## config.mk

```make
export PLATFORM = sky130hd
export DESIGN_NAME = tapped_divider
export DESIGN_NICKNAME = d
export VERILOG_FILES = /design/src/rtl/tdiv_pkg.sv /design/src/rtl/tdiv_count_core.sv /design/src/rtl/tdiv_tap_select.sv /design/src/rtl/tapped_divider.sv
export SDC_FILE = /design/constraint.sdc
export NUM_CORES = 1
export LEC_CHECK = 0
export ABC_AREA = 0
export BUFFER_PORTS_ARGS = -buffer_cell sky130_fd_sc_hd__clkbuf_2
export CAP_MARGIN = 40
export CORE_AREA = 4 4 42 53
export DETAILED_ROUTE_END_ITERATION = 10
export DIE_AREA = 0 0 46 57
export GPL_TIMING_DRIVEN = 0
export PLACE_DENSITY = 0.62
export RECOVER_POWER = 100
export SKIP_LAST_GASP = 1
export SLEW_MARGIN = 20
export SYNTH_ARGS = -nofsm -noshare
export SYNTH_HDL_FRONTEND = slang
export SYNTH_SLANG_ARGS = --single-unit
export TNS_END_PERCENT = 100
```

## constraint.sdc

```tcl
create_clock -name div_clk -period 3.5 [get_ports div_clk]
set_input_delay 0.525 -clock div_clk [delete_from_list [all_inputs] [get_ports div_clk]]
set_output_delay 0.525 -clock div_clk [all_outputs]
set_load 0.02 [all_outputs]
```

## src/rtl/tdiv_pkg.sv

```systemverilog
package tdiv_pkg;

   localparam int MASK_BITS = 32;

   typedef enum logic {
      CHAIN_ADDER  = 1'b0,
      CHAIN_TOGGLE = 1'b1
   } chain_kind_e;

   function automatic int count_ones(input logic [MASK_BITS-1:0] m);
      int n;
      n = 0;
      for (int i = 0; i < MASK_BITS; i++) begin
         if (m[i]) n++;
      end
      return n;
   endfunction

   // Bus position of stage s: the number of tapped stages below it.
   function automatic int tap_pos(input logic [MASK_BITS-1:0] m, input int s);
      int n;
      n = 0;
      for (int i = 0; i < MASK_BITS; i++) begin
         if (i < s && m[i]) n++;
      end
      return n;
   endfunction

   function automatic int lowest_tap(input logic [MASK_BITS-1:0] m);
      int lo;
      lo = 0;
      for (int i = MASK_BITS - 1; i >= 0; i--) begin
         if (m[i]) lo = i;
      end
      return lo;
   endfunction

endpackage

```

## src/rtl/tdiv_count_core.sv

```systemverilog
module tdiv_count_core
   import tdiv_pkg::*;
#(
   parameter int          STAGES = 14,
   parameter chain_kind_e KIND   = CHAIN_TOGGLE
) (
   input  logic              clk,
   input  logic              clear,
   output logic [STAGES-1:0] count
);

   localparam logic [STAGES-1:0] ALL_ONES = {STAGES{1'b1}};

   generate
      if (STAGES < 2 || STAGES > MASK_BITS) begin : g_bad_stages
         $error("tdiv_count_core: STAGES out of range");
      end

      if (KIND == CHAIN_ADDER) begin : g_adder
         always_ff @(negedge clk or posedge clear) begin
            if (clear) count <= '0;
            else       count <= count + 1'b1;
         end
      end else begin : g_toggle
         logic [STAGES:0]   carry;
         logic [STAGES-1:0] flip;
         assign carry[0] = 1'b1;
         for (genvar s = 0; s < STAGES; s++) begin : g_stage
            assign flip[s]    = carry[s];
            assign carry[s+1] = carry[s] & count[s];
         end
         always_ff @(negedge clk or posedge clear) begin
            if (clear) count <= '0;
            else       count <= count ^ flip;
         end
      end
   endgenerate

   // Set by the first counted edge after a clear.
   logic armed;
   always_ff @(negedge clk or posedge clear) begin
      if (clear) armed <= 1'b0;
      else       armed <= 1'b1;
   end

   assert_step_R2: assert property (@(negedge clk) disable iff (clear)
      armed |-> (count == STAGES'($past(count) + 1'b1)));

   assert_wrap_R6: assert property (@(negedge clk) disable iff (clear)
      (armed && $past(count) == ALL_ONES) |-> (count == '0));

   assert_first_R7: assert property (@(negedge clk) disable iff (clear)
      $rose(armed) |-> (count == STAGES'(1)));

   always @(negedge clk) begin
      if (clear) begin
         assert_hold_R3: assert (count == '0);
      end
   end

endmodule

```

## src/rtl/tdiv_tap_select.sv

```systemverilog
module tdiv_tap_select
   import tdiv_pkg::*;
#(
   parameter int                   STAGES   = 14,
   parameter logic [MASK_BITS-1:0] TAP_MASK = 32'h0000_3BF8,
   localparam int                  NTAPS    = count_ones(TAP_MASK)
) (
   input  logic [STAGES-1:0] count,
   output logic [NTAPS-1:0]  taps
);

   localparam logic [MASK_BITS-1:0] STAGE_MASK = MASK_BITS'((64'd1 << STAGES) - 1);

   generate
      if (NTAPS < 1) begin : g_no_taps
         $error("tdiv_tap_select: TAP_MASK selects no stage");
      end
      if ((TAP_MASK & ~STAGE_MASK) != '0) begin : g_mask_range
         $error("tdiv_tap_select: TAP_MASK names a stage that does not exist");
      end

      for (genvar s = 0; s < STAGES; s++) begin : g_sel
         if (TAP_MASK[s]) begin : g_tap
            assign taps[tap_pos(TAP_MASK, s)] = count[s];
         end
      end
   endgenerate

   wire unused_hidden = ^(count & ~TAP_MASK[STAGES-1:0]);

endmodule

```

## src/rtl/tapped_divider.sv

```systemverilog
module tapped_divider
   import tdiv_pkg::*;
#(
   parameter int                   STAGES   = 14,
   parameter logic [MASK_BITS-1:0] TAP_MASK = 32'h0000_3BF8,
   parameter chain_kind_e          KIND     = CHAIN_TOGGLE,
   localparam int                  NTAPS    = count_ones(TAP_MASK)
) (
   input  logic             div_clk,
   input  logic             clear,
   output logic [NTAPS-1:0] taps
);

   localparam int LOW_TAP = lowest_tap(TAP_MASK);

   logic [STAGES-1:0] count;

   tdiv_count_core #(
      .STAGES (STAGES),
      .KIND   (KIND)
   ) u_core (
      .clk   (div_clk),
      .clear (clear),
      .count (count)
   );

   tdiv_tap_select #(
      .STAGES   (STAGES),
      .TAP_MASK (TAP_MASK)
   ) u_taps (
      .count (count),
      .taps  (taps)
   );

   always @(posedge div_clk) begin
      if (clear) begin
         assert_clear_R1: assert (taps == '0);
      end
   end

   // A rise of the lowest tap means all the hidden stages below it have just wrapped.
   generate
      if (LOW_TAP > 0) begin : g_low_chk
         assert_tap_rise_R5: assert property (@(negedge div_clk) disable iff (clear)
            $rose(taps[0]) |-> (count[LOW_TAP-1:0] == '0));
      end
   endgenerate

endmodule

```

Yosys cells after proc, flatten, opt, wreduce, memory -nomap -nowiden
Cells that the tools add are included.
{"block": "totals", "ram_bits": 0, "rom_bits": 0, "wordCells": 14, "latch_bits": 0, "in_bits": 2, "out_inout_bits": 10, "register_bits": 14, "memories": 0}
{"block": "classes", "add_sub_neg": 0, "bitwise_logic": 13, "n_eq_ne": 0, "n_lt_le_gt_ge": 0, "n_reduce_logical": 0, "n_mux": 0, "shift": 0, "mul": 0, "n_div": 0}
{"cell": "$xor 14x14->14", "count": 1}
{"cell": "$and 1x1->1", "count": 12}

Logic depth before layout (Yosys ltp)
Gate-level depths: netlist of run 1.
{"block": "depth", "word_depth": 13, "mapped_depth": 13, "ltp_nobuf": 13}

Cells and area by module
Synthesis of run 1 repeated with hierarchy kept, for this count alone.
{"block": "hier_totals", "hier_cells": 39, "area_unflattened_um2": 591.8}
{"mod": "tdiv_count_core", "cells_each": 29, "instances": 1, "seq_area_each_um2": 350.3, "area_each_um2": 516.7}
{"mod": "tdiv_tap_select", "cells_each": 10, "instances": 1, "seq_area_each_um2": 0.0, "area_each_um2": 75.1}

==> flow_summary.toml, run 1 <==
[hold_path]
whs_endpoint = "u_core.count[0]"
hold_class = "flop to flop"
min-delay-start = "u_core.count[0]"
holdPathStages = 1

[timing]
slew_headroom_pct = 65.5
rsz0062_at_grt = "false"
clock_skew_ns = 0.00396
setup_slack_ns = 0.209
finalSetupViolCount = 0
hold_ws_ns = 0.314
hold_violations = 0
finalMaxSlewViolations = 0
tns_ns = 0
worstMarginPinSlew_ns = 0.517

[drt]
wl_met3_um = 43
vias_per_cell = 4.11
wl_met1_um = 291
firstDrtPassIters = 2
detail-route-antenna-nets = 0
drtIter0Drc = 4
vias = 300
drc = 0
route.detailed.wl_per_inst_um = 8.97
totalWireLength_um = 655
top_layer_used = "met4"
wl_met2_um = 305

[logic_synthesis]
muxShareOfSynthArea_pct = 0
avgSynthCellArea_sq_um = 15.2
synth_top_family_by_area = "adder cells"
ys_warn_count = 0
yosysUniqueCellTypes = 5
ys_ff_latch = 14
synth.net_count = 53
yosys.area_share.simple_pct = 0
synth_compound_area_share_pct = 0
yosys.area.top_type = "dfrtn_1"
ys_seq_area_share_pct = 59.2
netlist_area_sq_um = 592
synth_top_area_share_pct = 59.2
synth_cells = 39
synthTopCellsByArea = "dfrtn_1 (59%), ha_1 (25%), buf_4 (13%)"
synth_xor_area_share_pct = 1.48
synthAdderAreaFrac_pct = 25.4

[grt]
grt_pass1_wl_mm = 1.13
track_usage_pct = 6.30
grt_max_degree = 15
grt-ovfl-total = 0
grt_pass1_vias = 272
antenna_found_initial = 0

[setup_path]
crit_required_ns = 2.97
crit_fanout = 2
critical_path_class = "flop to output port"
start_kind = "flop"
cp_top_family = "flip-flops"
crit_chain = "buf_4 -> clkbuf_1"
worstReg2RegEnd = "u_core.count[13]"
crit_arrival_ns = 2.77
rr_worst_depth = 13
slowest_stage = "dfrtn_1"
r2r_setup_slack_ns = 0.66
end_kind = "output port"
worstReg2RegStart = "u_core.count[0]"
cp_num_buf_inv = 2
cp_slowest_stage_delay_ns = 0.42

[clock_tree]
cts_setup_buffers = 0
cts-hold-fix-buffers = 0
clock_latency_ns = 0.27
cts_tree = "yes"
clk_pin_slew_ns = 0.05
cts_sinks = 14
post_cts_resized = 0
cts.path.max_buffers = 2
cts_root_buf = "clkbuf_4"
cts_buffers = 3
h-tree-depth = 1

[cells_and_area]
reg_top3 = "u_core.count: 14 flops"
fill_cells = 186
syn_to_final_growth_pct = 17.3
nNetsFinal = 69
drive_gt1_share_pct = 27.8
regMostFlops = "u_core.count"
layout_common_cells = "dfrtn_1 (14), ha_1 (12), buf_4 (10), clkbuf_1 (10), clkbuf_4 (3)"
largest_reg_flops = 14
final_common_cell = "dfrtn_1"
diodes = 0

[placement]
dp_slack_ns = 0.559
io_buffers = 11
place_hpwl_um = 527
gp_congestion = 0.654

[pwr]
total_power_uw = 277
ir_worst_vdd_v = 0.000185
pwr_density_cell_nw_per_um2 = 399
p_leak_uw = 0.000419

[floorplan]
fp-row-count = 17
core_area_sq_um = 1740
num_io_pins = 12
die_w_um = 46
initial_utilization_pct = 33.9
die_area_sq_um = 2620
die_h_um = 57

[status]
outcome = "complete, no violations"

[job]
cap_violations = 0
-- where the power goes --
part	internal [uW]	switching, uW
clock	63.1	48.0
combinational	0.459	3.04
sequential	163	0
total	226	51.0
-- worst max path at each step --
stage,endpoint,slack [ns],start,cells after the start
3_3_place_gp,taps[9],0.56,u_core.count[13],2
5_1_grt,taps[4],0.14,u_core.count[7],2
2_1_floorplan,taps[9],0.69,u_core.count[13],1
6_report,taps[9],0.21,u_core.count[13],2
4_1_cts,taps[9],0.25,u_core.count[13],2
3_5_place_dp,taps[9],0.56,u_core.count[13],2
-- Yosys cell counts, drive strengths merged --
cell,n
buf,10
inv,2
xor2,1
ha,12
dfrtn,14
-- stage by stage --
| stage | cell area, sq um | util [%] | std cells |
|---|---|---|---|
| 2_1_floorplan | 592 | - | 39 |
| 3_3_place_gp | 671 | 38.5 | 69 |
| 3_5_place_dp | 671 | 38.5 | 69 |
| 4_1_cts | 707 | 40.5 | 73 |
| 5_1_grt | 694 | 39.8 | 73 |
| 6_report | 694 | 39.8 | 73 |
-- routing by layer --
metal	track usage [%]	vias to the layer above
li1	-	148
met1	7.37	141
met2	8.07	9
met3	2.84	2
met4	6.10	0
met5	0	-
-- cells by family (layout without fill, tap and decap cells) --
kind of cell / after synthesis / in the layout
xor gates and xnor gates: 1 / 1
adders and majority gates: 12 / 12
buffers and inverters: 12 / 27
DFF: 14 / 14
-- cell type report --
cell class	count	area, sq um	share of cell area (%)
inverter	2	7.51	1.08
timing repair buffer	11	42.5	6.13
multi-input combinational	13	159	22.9
sequential	14	350	50.5
tap	19	23.8	3.42
buffer	10	75.1	10.8
clock buffer	4	36.3	5.23
-- worst reg2reg max path, stage by stage (launching register included) --
cell,delay [ns]
dfrtn_1,0.35
ha_1,0.21
ha_1,0.18
ha_1,0.18
ha_1,0.18
ha_1,0.18
ha_1,0.18
ha_1,0.18
ha_1,0.18
ha_1,0.18
ha_1,0.18
ha_1,0.18
ha_1,0.18
xor2_1,0.15
(Power assumes the default switching activity.)
==> run 2, diff against run 1 <==
Settings changed: ABC_AREA 0 to 1, CORE_AREA 4 4 42 53 to 4 4 43 54, DIE_AREA 0 0 46 57 to 0 0 47 58, PLACE_DENSITY 0.62 to 0.6.
Clock period 3.5 ns to 3.7 ns, I/O delays scaled along.
==> flow_summary.toml, run 2 <==
[drt]
vias = 311
top_layer_used = "met4"
wl_met3_um = 34
vias_per_cell = 4.04
route.detailed.wl_per_inst_um = 9.77
drtIter0Drc = 0
wl_met1_um = 310
wl_met2_um = 394
totalWireLength_um = 752
firstDrtPassIters = 1
drc = 0
detail-route-antenna-nets = 0

[floorplan]
die_area_sq_um = 2730
fp-row-count = 17
num_io_pins = 12
initial_utilization_pct = 33.7
die_h_um = 58
die_w_um = 47
core_area_sq_um = 1790

[logic_synthesis]
synth_top_area_share_pct = 58.2
ys_seq_area_share_pct = 58.2
yosys.area.top_type = "dfrtn_1"
synthTopCellsByArea = "dfrtn_1 (58%), ha_1 (25%), buf_4 (12%)"
ys_warn_count = 0
ys_ff_latch = 14
synth_most_common_cell = "dfrtn_1"
synth.net_count = 57
synthTopCellsByCount = "dfrtn_1 (14), ha_1 (12), buf_4 (10), inv_1 (4), nand2_1 (3)"
synth_cells = 43
synth-edff-count = 0
yosysUniqueCellTypes = 5
async_flop_share_pct = 100
synth_ff_type = "dfrtn_1"
avgSynthCellArea_sq_um = 14.0
netlist_area_sq_um = 602

[grt]
antenna_found_initial = 0
grt_pass1_wl_mm = 1.32
grt_max_degree = 15
grt-ovfl-total = 0
grt_pass1_vias = 327
track_usage_pct = 7.16

[cells_and_area]
fill_cells = 194
reg_top3 = "u_core.count: 14 flops"
layout_common_cells = "dfrtn_1 (14), ha_1 (12), buf_4 (10), clkbuf_1 (10), inv_1 (4)"
drive_gt1_share_pct = 25.9
largest_reg_flops = 14
multiInputGateArea_sq_um = 161
syn_to_final_growth_pct = 17.0
nNetsFinal = 73
diodes = 0
fin_util_pct = 39.4
final_common_cell = "dfrtn_1"
final-seq-area_sq_um = 350
regMostFlops = "u_core.count"

[timing]
tns_ns = 0
worstMarginPinSlew_ns = 0.508
rsz0062_at_grt = "false"
clock_skew_ns = 0.00259
finalSetupViolCount = 0
slew_headroom_pct = 66.1
hold_ws_ns = 0.313
setup_slack_ns = 0.264
finalMaxSlewViolations = 0
hold_violations = 0

[setup_path]
end_kind = "output port"
crit_required_ns = 3.14
critical_path_class = "flop to output port"
crit_arrival_ns = 2.88
rr_worst_depth = 14
start_kind = "flop"
crit_fanout = 3

[status]
outcome = "complete, no violations"

[job]
cap_violations = 0

[clock_tree]
cts_setup_buffers = 0
cts_sinks = 14
cts_buffers = 3
clk_pin_slew_ns = 0.06
cts_root_buf = "clkbuf_4"
cts-hold-fix-buffers = 0
clock_latency_ns = 0.28
cts.path.max_buffers = 2
post_cts_resized = 0
cts_tree = "yes"
h-tree-depth = 1

[placement]
gp_congestion = 0.566
dp_slack_ns = 0.622
place_hpwl_um = 611
io_buffers = 11

[pwr]
clockPowerShare_pct = 40.4
p_seq_share_pct = 58.4
switching_power_uw = 49.3
p_int_uw = 214
pwr_density_cell_nw_per_um2 = 374
p_leak_uw = 0.000418
swShare_pct = 18.7
pwr-share-comb_pct = 1.2
ir_worst_vdd_v = 0.000246

[hold_path]
holdPathStages = 1
hold_class = "flop to flop"
==> run 2: changes by cell type after synthesis, sizes merged <==
cell	before	now
inv	2	4
xor2	1	0
nand2	0	3
==> run 2: cell type report <==
type / count / area share (%)
buffer: 10 / 10.7
clock buffer: 4 / 5.15
inverter: 4 / 2.13
multi-input combinational: 15 / 22.9
sequential: 14 / 49.7
tap: 19 / 3.37
timing repair buffer: 11 / 6.04
==> run 2: cell families after synthesis <==
logic type | share of synthesized area (%)
fa+ha+maj | 24.9
flops | 58.2
buf+inv | 15.0
simple gates | 1.87
==> run 2: path summary, 6_finish.rpt <==
check | from | to | slack [ns]
setup / recovery | u_core.count[13] | taps[9] | 0.26
hold / removal | u_core.count[0] | u_core.count[0] | 0.31
setup reg to reg | u_core.count[0] | u_core.count[13] | 0.90
hold reg to reg | u_core.count[0] | u_core.count[0] | 0.31
max in group asynchronous | clear | u_core.count[11] | 1.32
min in group asynchronous | clear | u_core.count[6] | 2.01
==> run 2: critical path, stage by stage (launching register included) <==
cell	delay, ns
dfrtn_1	0.43
buf_4	0.11
clkbuf_1	0.21
==> run 2: power by group through the flow <==
stage | clock network, uW | registers, uW | logic [uW]
floorplan | 0 | 157 | 2.32
global placement | 0 | 157 | 3.58
detailed placement | 0 | 157 | 3.56
CTS | 111 | 154 | 3.58
global route | 118 | 154 | 3.96
finish | 106 | 154 | 3.26
==> run 2: routing by layer <==
metal | track usage [%] | vias to the layer above
met5 | 0 | -
met4 | 7.11 | 0
met3 | 2.80 | 2
met2 | 9.51 | 5
met1 | 8.17 | 147
li1 | - | 157
==> run 2: metrics by stage <==
step / power, uW / instance area, sq um / cells
after floorplan: 159 / 602 / 43
after global placement: 160 / 681 / 73
after detailed placement: 160 / 681 / 73
after CTS: 268 / 717 / 77
after global routing: 275 / 704 / 77
final: 263 / 704 / 77
